## src/rtl/alu_pkg.sv

```systemverilog
package alu_pkg;
  typedef enum logic [1:0] {
    OP_AND = 2'b00,
    OP_OR  = 2'b01,
    OP_ADD = 2'b10,
    OP_SLT = 2'b11
  } alu_op_e;
endpackage

```

## src/rtl/alu_slice.sv

```systemverilog
module alu_slice
  import alu_pkg::*;
(
  input  logic    a_i,
  input  logic    b_i,
  input  logic    b_invert_i,
  input  logic    cin_i,
  input  logic    set_i,
  input  alu_op_e op_i,
  output logic    res_o,
  output logic    sum_o,
  output logic    gen_o,
  output logic    prop_o
);
  logic b_eff;

  assign b_eff  = b_invert_i ? ~b_i : b_i;
  assign gen_o  = a_i & b_eff;
  assign prop_o = a_i ^ b_eff;
  assign sum_o  = prop_o ^ cin_i;

  always_comb begin
    unique case (op_i)
      OP_AND:  res_o = a_i & b_eff;
      OP_OR:   res_o = a_i | b_eff;
      OP_ADD:  res_o = sum_o;
      default: res_o = set_i;
    endcase
  end
endmodule

```

## src/rtl/cla_group.sv

```systemverilog
// First lookahead level: carries inside one group plus group generate/propagate.
module cla_group #(
  parameter int unsigned GW = 4
) (
  input  logic [GW-1:0] gen_i,
  input  logic [GW-1:0] prop_i,
  input  logic          cin_i,
  output logic [GW-2:0] carry_o,   // carry_o[k] = carry into bit k+1
  output logic          grp_gen_o,
  output logic          grp_prop_o
);
  always_comb begin
    for (int k = 0; k < GW - 1; k++) begin
      logic c, run;
      c   = 1'b0;
      run = 1'b1;
      for (int j = k; j >= 0; j--) begin
        c   = c | (gen_i[j] & run);
        run = run & prop_i[j];
      end
      carry_o[k] = c | (run & cin_i);
    end
  end

  always_comb begin
    logic c, run;
    c   = 1'b0;
    run = 1'b1;
    for (int j = GW - 1; j >= 0; j--) begin
      c   = c | (gen_i[j] & run);
      run = run & prop_i[j];
    end
    grp_gen_o  = c;
    grp_prop_o = run;
  end

  // Expanded carries agree with the per-bit recurrence.
  always_comb begin
    if (GW > 2) begin
      for (int k = 1; k < GW - 1; k++) begin
        p_grp_recur_r3: assert (carry_o[k] == (gen_i[k] | (prop_i[k] & carry_o[k-1])))
          else $error("group carry %0d breaks recurrence", k);
      end
    end
    p_grp_first_r3: assert (carry_o[0] == (gen_i[0] | (prop_i[0] & cin_i)))
      else $error("group carry 0 breaks recurrence");
  end
endmodule

```

## src/rtl/cla_net.sv

```systemverilog
// Second lookahead level: carry out of every group from group terms.
module cla_net #(
  parameter int unsigned NG = 8
) (
  input  logic [NG-1:0] grp_gen_i,
  input  logic [NG-1:0] grp_prop_i,
  input  logic          cin_i,
  output logic [NG-1:0] carry_o    // carry_o[j] = carry out of group j
);
  always_comb begin
    for (int k = 0; k < NG; k++) begin
      logic c, run;
      c   = 1'b0;
      run = 1'b1;
      for (int j = k; j >= 0; j--) begin
        c   = c | (grp_gen_i[j] & run);
        run = run & grp_prop_i[j];
      end
      carry_o[k] = c | (run & cin_i);
    end
  end

  always_comb begin
    p_net_first_r3: assert (carry_o[0] == (grp_gen_i[0] | (grp_prop_i[0] & cin_i)))
      else $error("group 0 carry mismatch");
    for (int k = 1; k < NG; k++) begin
      p_net_recur_r3: assert (carry_o[k] == (grp_gen_i[k] | (grp_prop_i[k] & carry_o[k-1])))
        else $error("group %0d carry mismatch", k);
    end
  end
endmodule

```

## src/rtl/bitslice_alu.sv

```systemverilog
module bitslice_alu
  import alu_pkg::*;
#(
  parameter int unsigned WIDTH = 32,
  parameter int unsigned GW    = 4
) (
  input  logic [WIDTH-1:0] a_i,
  input  logic [WIDTH-1:0] b_i,
  input  logic [1:0]       op_i,
  input  logic             b_invert_i,
  input  logic             carry_i,
  output logic [WIDTH-1:0] result_o,
  output logic             carry_o,
  output logic             overflow_o,
  output logic             less_o,
  output logic             zero_o
);
  localparam int unsigned NG = WIDTH / GW;

  alu_op_e          op;
  logic [WIDTH-1:0] gen, prop, sum;
  logic [WIDTH:0]   carry;        // carry[i] = carry into bit i
  logic [NG-1:0]    grp_gen, grp_prop, grp_cout;

  assign op       = alu_op_e'(op_i);
  assign carry[0] = carry_i;

  for (genvar s = 0; s < WIDTH; s++) begin : g_slice
    logic set;
    if (s == 0) begin : g_lsb
      assign set = less_o;
    end else begin : g_rest
      assign set = 1'b0;
    end
    alu_slice i_slice (
      .a_i        (a_i[s]),
      .b_i        (b_i[s]),
      .b_invert_i (b_invert_i),
      .cin_i      (carry[s]),
      .set_i      (set),
      .op_i       (op),
      .res_o      (result_o[s]),
      .sum_o      (sum[s]),
      .gen_o      (gen[s]),
      .prop_o     (prop[s])
    );
  end

  for (genvar g = 0; g < NG; g++) begin : g_grp
    cla_group #(.GW(GW)) i_grp (
      .gen_i      (gen[g*GW +: GW]),
      .prop_i     (prop[g*GW +: GW]),
      .cin_i      (carry[g*GW]),
      .carry_o    (carry[g*GW+1 +: GW-1]),
      .grp_gen_o  (grp_gen[g]),
      .grp_prop_o (grp_prop[g])
    );
    assign carry[(g+1)*GW] = grp_cout[g];
  end

  cla_net #(.NG(NG)) i_net (
    .grp_gen_i  (grp_gen),
    .grp_prop_i (grp_prop),
    .cin_i      (carry_i),
    .carry_o    (grp_cout)
  );

  assign carry_o    = carry[WIDTH];
  assign overflow_o = carry[WIDTH-1] ^ carry[WIDTH];
  assign less_o     = sum[WIDTH-1] ^ overflow_o;
  assign zero_o     = ~(|result_o);

  // Reference checks against a plain arithmetic model.
  logic [WIDTH-1:0] b_ref;
  logic [WIDTH:0]   add_ref;
  assign b_ref   = b_invert_i ? ~b_i : b_i;
  assign add_ref = {1'b0, a_i} + {1'b0, b_ref} + {{WIDTH{1'b0}}, carry_i};

  always_comb begin
    p_add_r3: assert ({carry_o, sum} == add_ref)
      else $error("adder path mismatch");
    p_overflow_r5: assert (overflow_o ==
        ((a_i[WIDTH-1] == b_ref[WIDTH-1]) && (add_ref[WIDTH-1] != a_i[WIDTH-1])))
      else $error("overflow mismatch");
    if (op == OP_AND) begin
      p_and_r1: assert (result_o == (a_i & b_ref)) else $error("AND mismatch");
    end
    if (op == OP_OR) begin
      p_or_r2: assert (result_o == (a_i | b_ref)) else $error("OR mismatch");
    end
    if (op == OP_SLT) begin
      p_slt_upper_r7: assert (result_o[WIDTH-1:1] == '0 && result_o[0] == less_o)
        else $error("SLT result mismatch");
    end
  end
endmodule

```

## config.mk

```make
export PLATFORM = sky130hd
export DESIGN_NAME = bitslice_alu
export DESIGN_NICKNAME = d
export VERILOG_FILES = /design/src/rtl/alu_pkg.sv /design/src/rtl/alu_slice.sv /design/src/rtl/cla_group.sv /design/src/rtl/cla_net.sv /design/src/rtl/bitslice_alu.sv
export SDC_FILE = /design/constraint.sdc
export NUM_CORES = 1
export LEC_CHECK = 0
export BUFFER_PORTS_ARGS = -buffer_cell sky130_fd_sc_hd__clkbuf_2
export CORE_ASPECT_RATIO = 0.7
export CORE_MARGIN = 2
export CORE_UTILIZATION = 37
export DETAILED_ROUTE_END_ITERATION = 7
export PLACE_DENSITY = 0.58
export SYNTH_ARGS = -nofsm -noshare
export SYNTH_HDL_FRONTEND = slang
export SYNTH_HIERARCHICAL = 1
export SYNTH_SLANG_ARGS = --single-unit
```

## constraint.sdc

```tcl
create_clock -name vclk -period 5.55
set_input_delay 0.2775 -clock vclk [all_inputs]
set_output_delay 0.2775 -clock vclk [all_outputs]
set_load 0.01 [all_outputs]
```

==> Word level (Yosys, flattened, before mapping) <==
Index checks and enable logic that the tools add are counted.
{ "totals": {"word_cells": 523, "in_bits": 68, "out_inout_bits": 36, "reg_bits": 0} }
{ "classes": {"eq_ne": 2, "mux": 64, "n_reduce_logical": 2, "bitwise": 455} }
{ "ops": {"columns": ["operator", "count"], "rows": [
  ["$and 1x1->1", 216],
  ["$or 1x1->1", 140],
  ["$pmux 1 s3", 32],
  ["$xor 1x1->1", 66],
  ["$not 1->1", 33],
  ["$mux 1", 32],
  ["$reduce_or 32->1", 1],
  ["$eq 2x1->1 const B", 1],
  ["$eq 2x2->1 const B", 1],
  ["$logic_not 2->1", 1]
]} }

==> Depth between registers and ports, before layout <==
{ "logic_depth": {"word_depth": 22, "depth_mapped": 16, "depth_no_buf": 16} }

==> Modules after synthesis <==
The synthesis kept the hierarchy.
{ "by_module_without_submodules": {"columns": ["mod", "area_per_inst_um2", "cells_per_inst", "instances", "seq_area_each_um2"], "rows": [
  ["alu_slice", 76.3, 8, 32, 0.0],
  ["cla_group", 57.6, 10, 8, 0.0],
  ["cla_net", 152.6, 24, 1, 0.0],
  ["bitslice_alu", 93.8, 14, 1, 0.0]
]} }

==> Least setup slack after synthesis <==
OpenSTA, ideal clock, no wires.
{ "synth_timing": {"path_type": "input to output", "startpoint": "input b_invert_i", "endpoint": "output zero_o", "arrival_ns": 3.754, "slack_ns": 1.518, "path_stages": 16, "path_buffers": 0, "t_required_ns": 5.273, "path_cell_list": "xor2_1 -> inv_1 -> ha_1 -> a21oi_1 -> o21ai_0 -> a21o_1 -> a221oi_2 -> o21ai_1 -> a21o_1 -> a31o_1 -> xor2_1 -> xor2_1 -> mux4_2 -> nor4_1 -> nand4_1 -> nor2_1"} }
{ "synth_between": {"word_cells_on_any_way": 488, "cone_classes": "mux (64); bitwise (423); reduce/logical (1)"} }
{ "synth_rtl": {"columns": ["element", "line_no", "rtl"], "rows": [
  ["start: declaration", "bitslice_alu.sv:10", "input logic b_invert_i,"],
  ["$mux 1 *", "alu_slice.sv:17", "assign b_eff = b_invert_i ? ~b_i : b_i;"],
  ["$xor 1x1->1 *", "alu_slice.sv:19", "assign prop_o = a_i ^ b_eff;"],
  ["named net prop[1]", "bitslice_alu.sv:21", "logic [WIDTH-1:0] gen, prop, sum;"],
  ["$and 1x1->1 *", "cla_group.sv:31", "run = run & prop_i[j];"],
  ["$and 1x1->1 *", "cla_group.sv:30", "c = c | (gen_i[j] & run);"],
  ["$or 1x1->1 *", "cla_group.sv:30", null],
  ["named net grp_gen[0]", "bitslice_alu.sv:23", "logic [NG-1:0] grp_gen, grp_prop, grp_cout;"],
  ["$or 1x1->1 *", "cla_net.sv:19", "carry_o[k] = c | (run & cin_i);"],
  ["named net carry[4]", "bitslice_alu.sv:22", "logic [WIDTH:0] carry;"],
  ["$and 1x1->1", "cla_group.sv:21", "carry_o[k] = c | (run & cin_i);"],
  ["$or 1x1->1", "cla_group.sv:21", null],
  ["$xor 1x1->1", "alu_slice.sv:20", "assign sum_o = prop_o ^ cin_i;"],
  ["$pmux 1 s3", "alu_slice.sv:23", "unique case (op_i)"],
  ["$reduce_or 32->1 *", "bitslice_alu.sv:71", "assign zero_o = ~(|result_o);"],
  ["$not 1->1 *", "bitslice_alu.sv:71", null],
  ["end: declaration", "bitslice_alu.sv:16", "output logic zero_o"]
]} }
Mark *: on every way through the listed nets, which the timed path passes. The rest lies on a longest branch.

==> Worst setup path in the final report <==
{ "layout_timing": {"startpoint": "input b_invert_i", "endpoint": "output zero_o"} }
{ "layout_between": {"word_cells_on_any_way": 488, "cone_classes": "mux (64); bitwise (423); reduce/logical (1)"} }
{ "layout_rtl": {"columns": ["element", "line_no", "rtl"], "rows": [
  ["$mux 1", "alu_slice.sv:17", null],
  ["$xor 1x1->1", "alu_slice.sv:19", null],
  ["named net prop[21]", "bitslice_alu.sv:21", null],
  ["$and 1x1->1", "cla_group.sv:31", null],
  ["$and 1x1->1", "cla_group.sv:30", null],
  ["$or 1x1->1", "cla_group.sv:30", null],
  ["named net grp_gen[5]", "bitslice_alu.sv:23", null],
  ["$and 1x1->1", "cla_net.sv:16", "c = c | (grp_gen_i[j] & run);"],
  ["(+7 left out)", null, null],
  ["named net carry[28]", "bitslice_alu.sv:22", null],
  ["$and 1x1->1", "cla_group.sv:21", null],
  ["$or 1x1->1", "cla_group.sv:21", null],
  ["named net carry[29]", "bitslice_alu.sv:22", null],
  ["$xor 1x1->1", "alu_slice.sv:20", null],
  ["$pmux 1 s3", "alu_slice.sv:23", null],
  ["$reduce_or 32->1", "bitslice_alu.sv:71", null],
  ["$not 1->1", "bitslice_alu.sv:71", null]
]} }
The timed path passes the listed nets, and every way through them passes these cells.

==> results.ini <==
[outcome]
status=complete, no violations

[place]
placed_cells=616
hpwlAfterDp_um=7180
portBuffers=104
routabilityCongestion=0.823

[synth]
synth_top_area_share_pct=25.4
seq_area_frac_synth_pct=0
synthMostInstantiatedCell=inv_1
yosysTopAreaCell=ha_1
netlist_instances=374
synthTopCellsByCount=inv_1 (96), xor2_1 (66), ha_1 (64), mux4_2 (32), a21o_1 (27)
synthDistinctLibCells=26
synth_area_leaders=ha_1 (25%), mux4_2 (23%), xor2_1 (18%)
yosys_warnings=6
avgSynthCellArea_um2=8.42
synthesis.area_um2=3150

[min_path]
hold_class=input port to output pin

[drt]
antenna_left=0
wl_um=8060
via_per_inst=4.80
drc=0
wire_per_inst_um=13.1
drt_first_pass_iters=4
drt_iter0_drc=111
dr_total_vias=2954

[layout]
finalNonFillerCells=616
syn_to_final_growth_pct=25.4
fin_nets=645
drive_gt1_share_pct=27.6
clkbuf_count=0
numSequentialCells=0
n_antenna_cell=0
regArea_um2=0

[timing]
hold_viol_final=0
finalSetupViolCount=0
tightest_slew_ns=0.905
max_freq_mhz=193
layout_min_cycle_time_ns=5.17
finalCritPeriodShare_pct=93.1
report.final.slew_viol_count=0
relSlewSlack_pct=39.7
hold_slack_ns=1.18
finalSetupTns_ns=0
rsz0062_at_grt=false

[critical_path]
crit_path_max_incr_delay_ns=0.52
cp.buffers_inverters=4
critPathKind=input port to output pin
worstSetupStartpoint=b_invert_i
cp_cell_sequence=clkbuf_2 > buf_12 > xor2_1 > inv_1 > ha_1 > a21oi_1 > o21ai_0 > a211o_1 > a21oi_1 > o21ai_1 > a21o_1 > a31o_1 > xor2_1 > xor2_1 > mux4_2 > nor4_1 > nand4_1 > nor2_1 > clkbuf_2
end_kind=output pin
slowest_stage=mux4_2
worst_setup_path_start_kind=input port
cp_common_cell=xor2_1
path_depth=19
crit_arrival_ns=4.89
crit_end=zero_o
critPathTopFamily=compound AO/OA/AOI/OAI gates
worstPathRequired_ns=5.27
crit_fanout=17

[floorplanning]
die_w_um=114
placementRows=28
dieArea_um2=9280
initial_utilization_pct=37.6
num_io_pins=104
die_h_um=81.2
core_area_um2=8370

[power_and_ir_drop]
clkPwrFrac_pct=0
p_switching_uw=296
swShare_pct=54.3
ir_worst_vdd_mv=0.0498
combPwrFrac_pct=100.0
power_leakage_nw=2.35
intPower_uw=249
power_density_nw_per_um2=138
seqPwrFrac_pct=0

[global_routing]
grt_use_total_pct=17.7
overflow=0
grt_pass1_vias=2917
grt_pass1_wl_um=13600
antenna_found_initial=0
grt_max_degree=33

[clocking]
cts_hold_buffers=0
post_cts_buffers=0
postCtsResizedCells=0

[job]
max_cap_viol_count=0

[per-layer routing]
metal | GRT usage, % | vias up | wire [um]
met4 | 0 | 0 | 0
met1 | 27.0 | 1357 | 4260
met5 | 0 | - | 0
met2 | 29.5 | 73 | 3460
li1 | - | 1524 | -
met3 | 0.821 | 0 | 349
[logic make-up (layout without fill, tap and decap cells)]
| logic type | Yosys count | after routing | share of synthesized area [%] |
|---|---|---|---|
| other | 1 | 31 | 0.119 |
| and+or+nand+nor | 46 | 46 | 6.99 |
| muxes | 32 | 32 | 22.9 |
| xor gates and xnor gates | 66 | 66 | 18.4 |
| AOI/OAI and AO/OA | 69 | 69 | 14.8 |
| buffers and inverters | 96 | 203 | 11.4 |
| adders and majority gates | 64 | 64 | 25.4 |
[worst min-delay path: stages]
cell and delay [ns]:
clkbuf_2 0.09, ha_1 0.16, mux4_2 0.25, clkbuf_2 0.13
[layout by cell type, fill, tap and decap left out, types with 2 or more instances in the layout]
master,synthesis,final
and3_1,2,2
clkbuf_2,0,104
xor2_1,66,66
mux4_2,32,32
a21o_1,27,27
nor4_1,7,7
conb_1,1,31
nand4_1,2,2
inv_1,96,96
a31o_1,8,8
nor2_1,12,12
o21ai_0,9,9
buf_4,0,2
a21oi_1,19,19
ha_1,64,64
nand2_1,17,17
[area by class of cell]
cell class         instances  area (um^2)
well taps                105          131
multi-input cells        308         2900
inverters                 96          360
repair buffers           107          556
fillers                  839         4420
[power groups by stage]
stage	logic [mW]	registers (mW)	clock network, mW
2_1_floorplan	0.368	0	0
3_3_place_gp	0.536	0	0
3_5_place_dp	0.545	0	0
4_1_cts	0.548	0	0
5_1_grt	0.605	0	0
6_report	0.544	0	0
[how the worst min path moves through the flow]
| stage | cells after the start | slack (ns) | to | from |
|---|---|---|---|---|
| floorplan | 1 | 0.75 | result_o[16] | op_i[0] |
| global placement | 4 | 1.18 | result_o[27] | a_i[27] |
| detailed placement | 4 | 1.18 | result_o[27] | a_i[27] |
| CTS | 4 | 1.18 | result_o[27] | a_i[27] |
| global route | 4 | 1.22 | result_o[27] | a_i[27] |
| finish | 4 | 1.18 | result_o[19] | a_i[19] |
[metrics by stage]
| stage | cell area, um^2 | util [%] | setup slack [ns] | power (mW) |
|---|---|---|---|---|
| 3_3_place_gp | 3950 | 47.2 | 0.575 | 0.536 |
| 6_report | 3950 | 47.2 | 0.381 | 0.544 |
| 3_5_place_dp | 3950 | 47.2 | 0.480 | 0.545 |
| 2_1_floorplan | 3260 | - | 1.52 | 0.368 |
| 5_1_grt | 3950 | 47.2 | 0.0921 | 0.605 |
| 4_1_cts | 3950 | 47.2 | 0.475 | 0.548 |
Power figures use the tool's default switching activity.
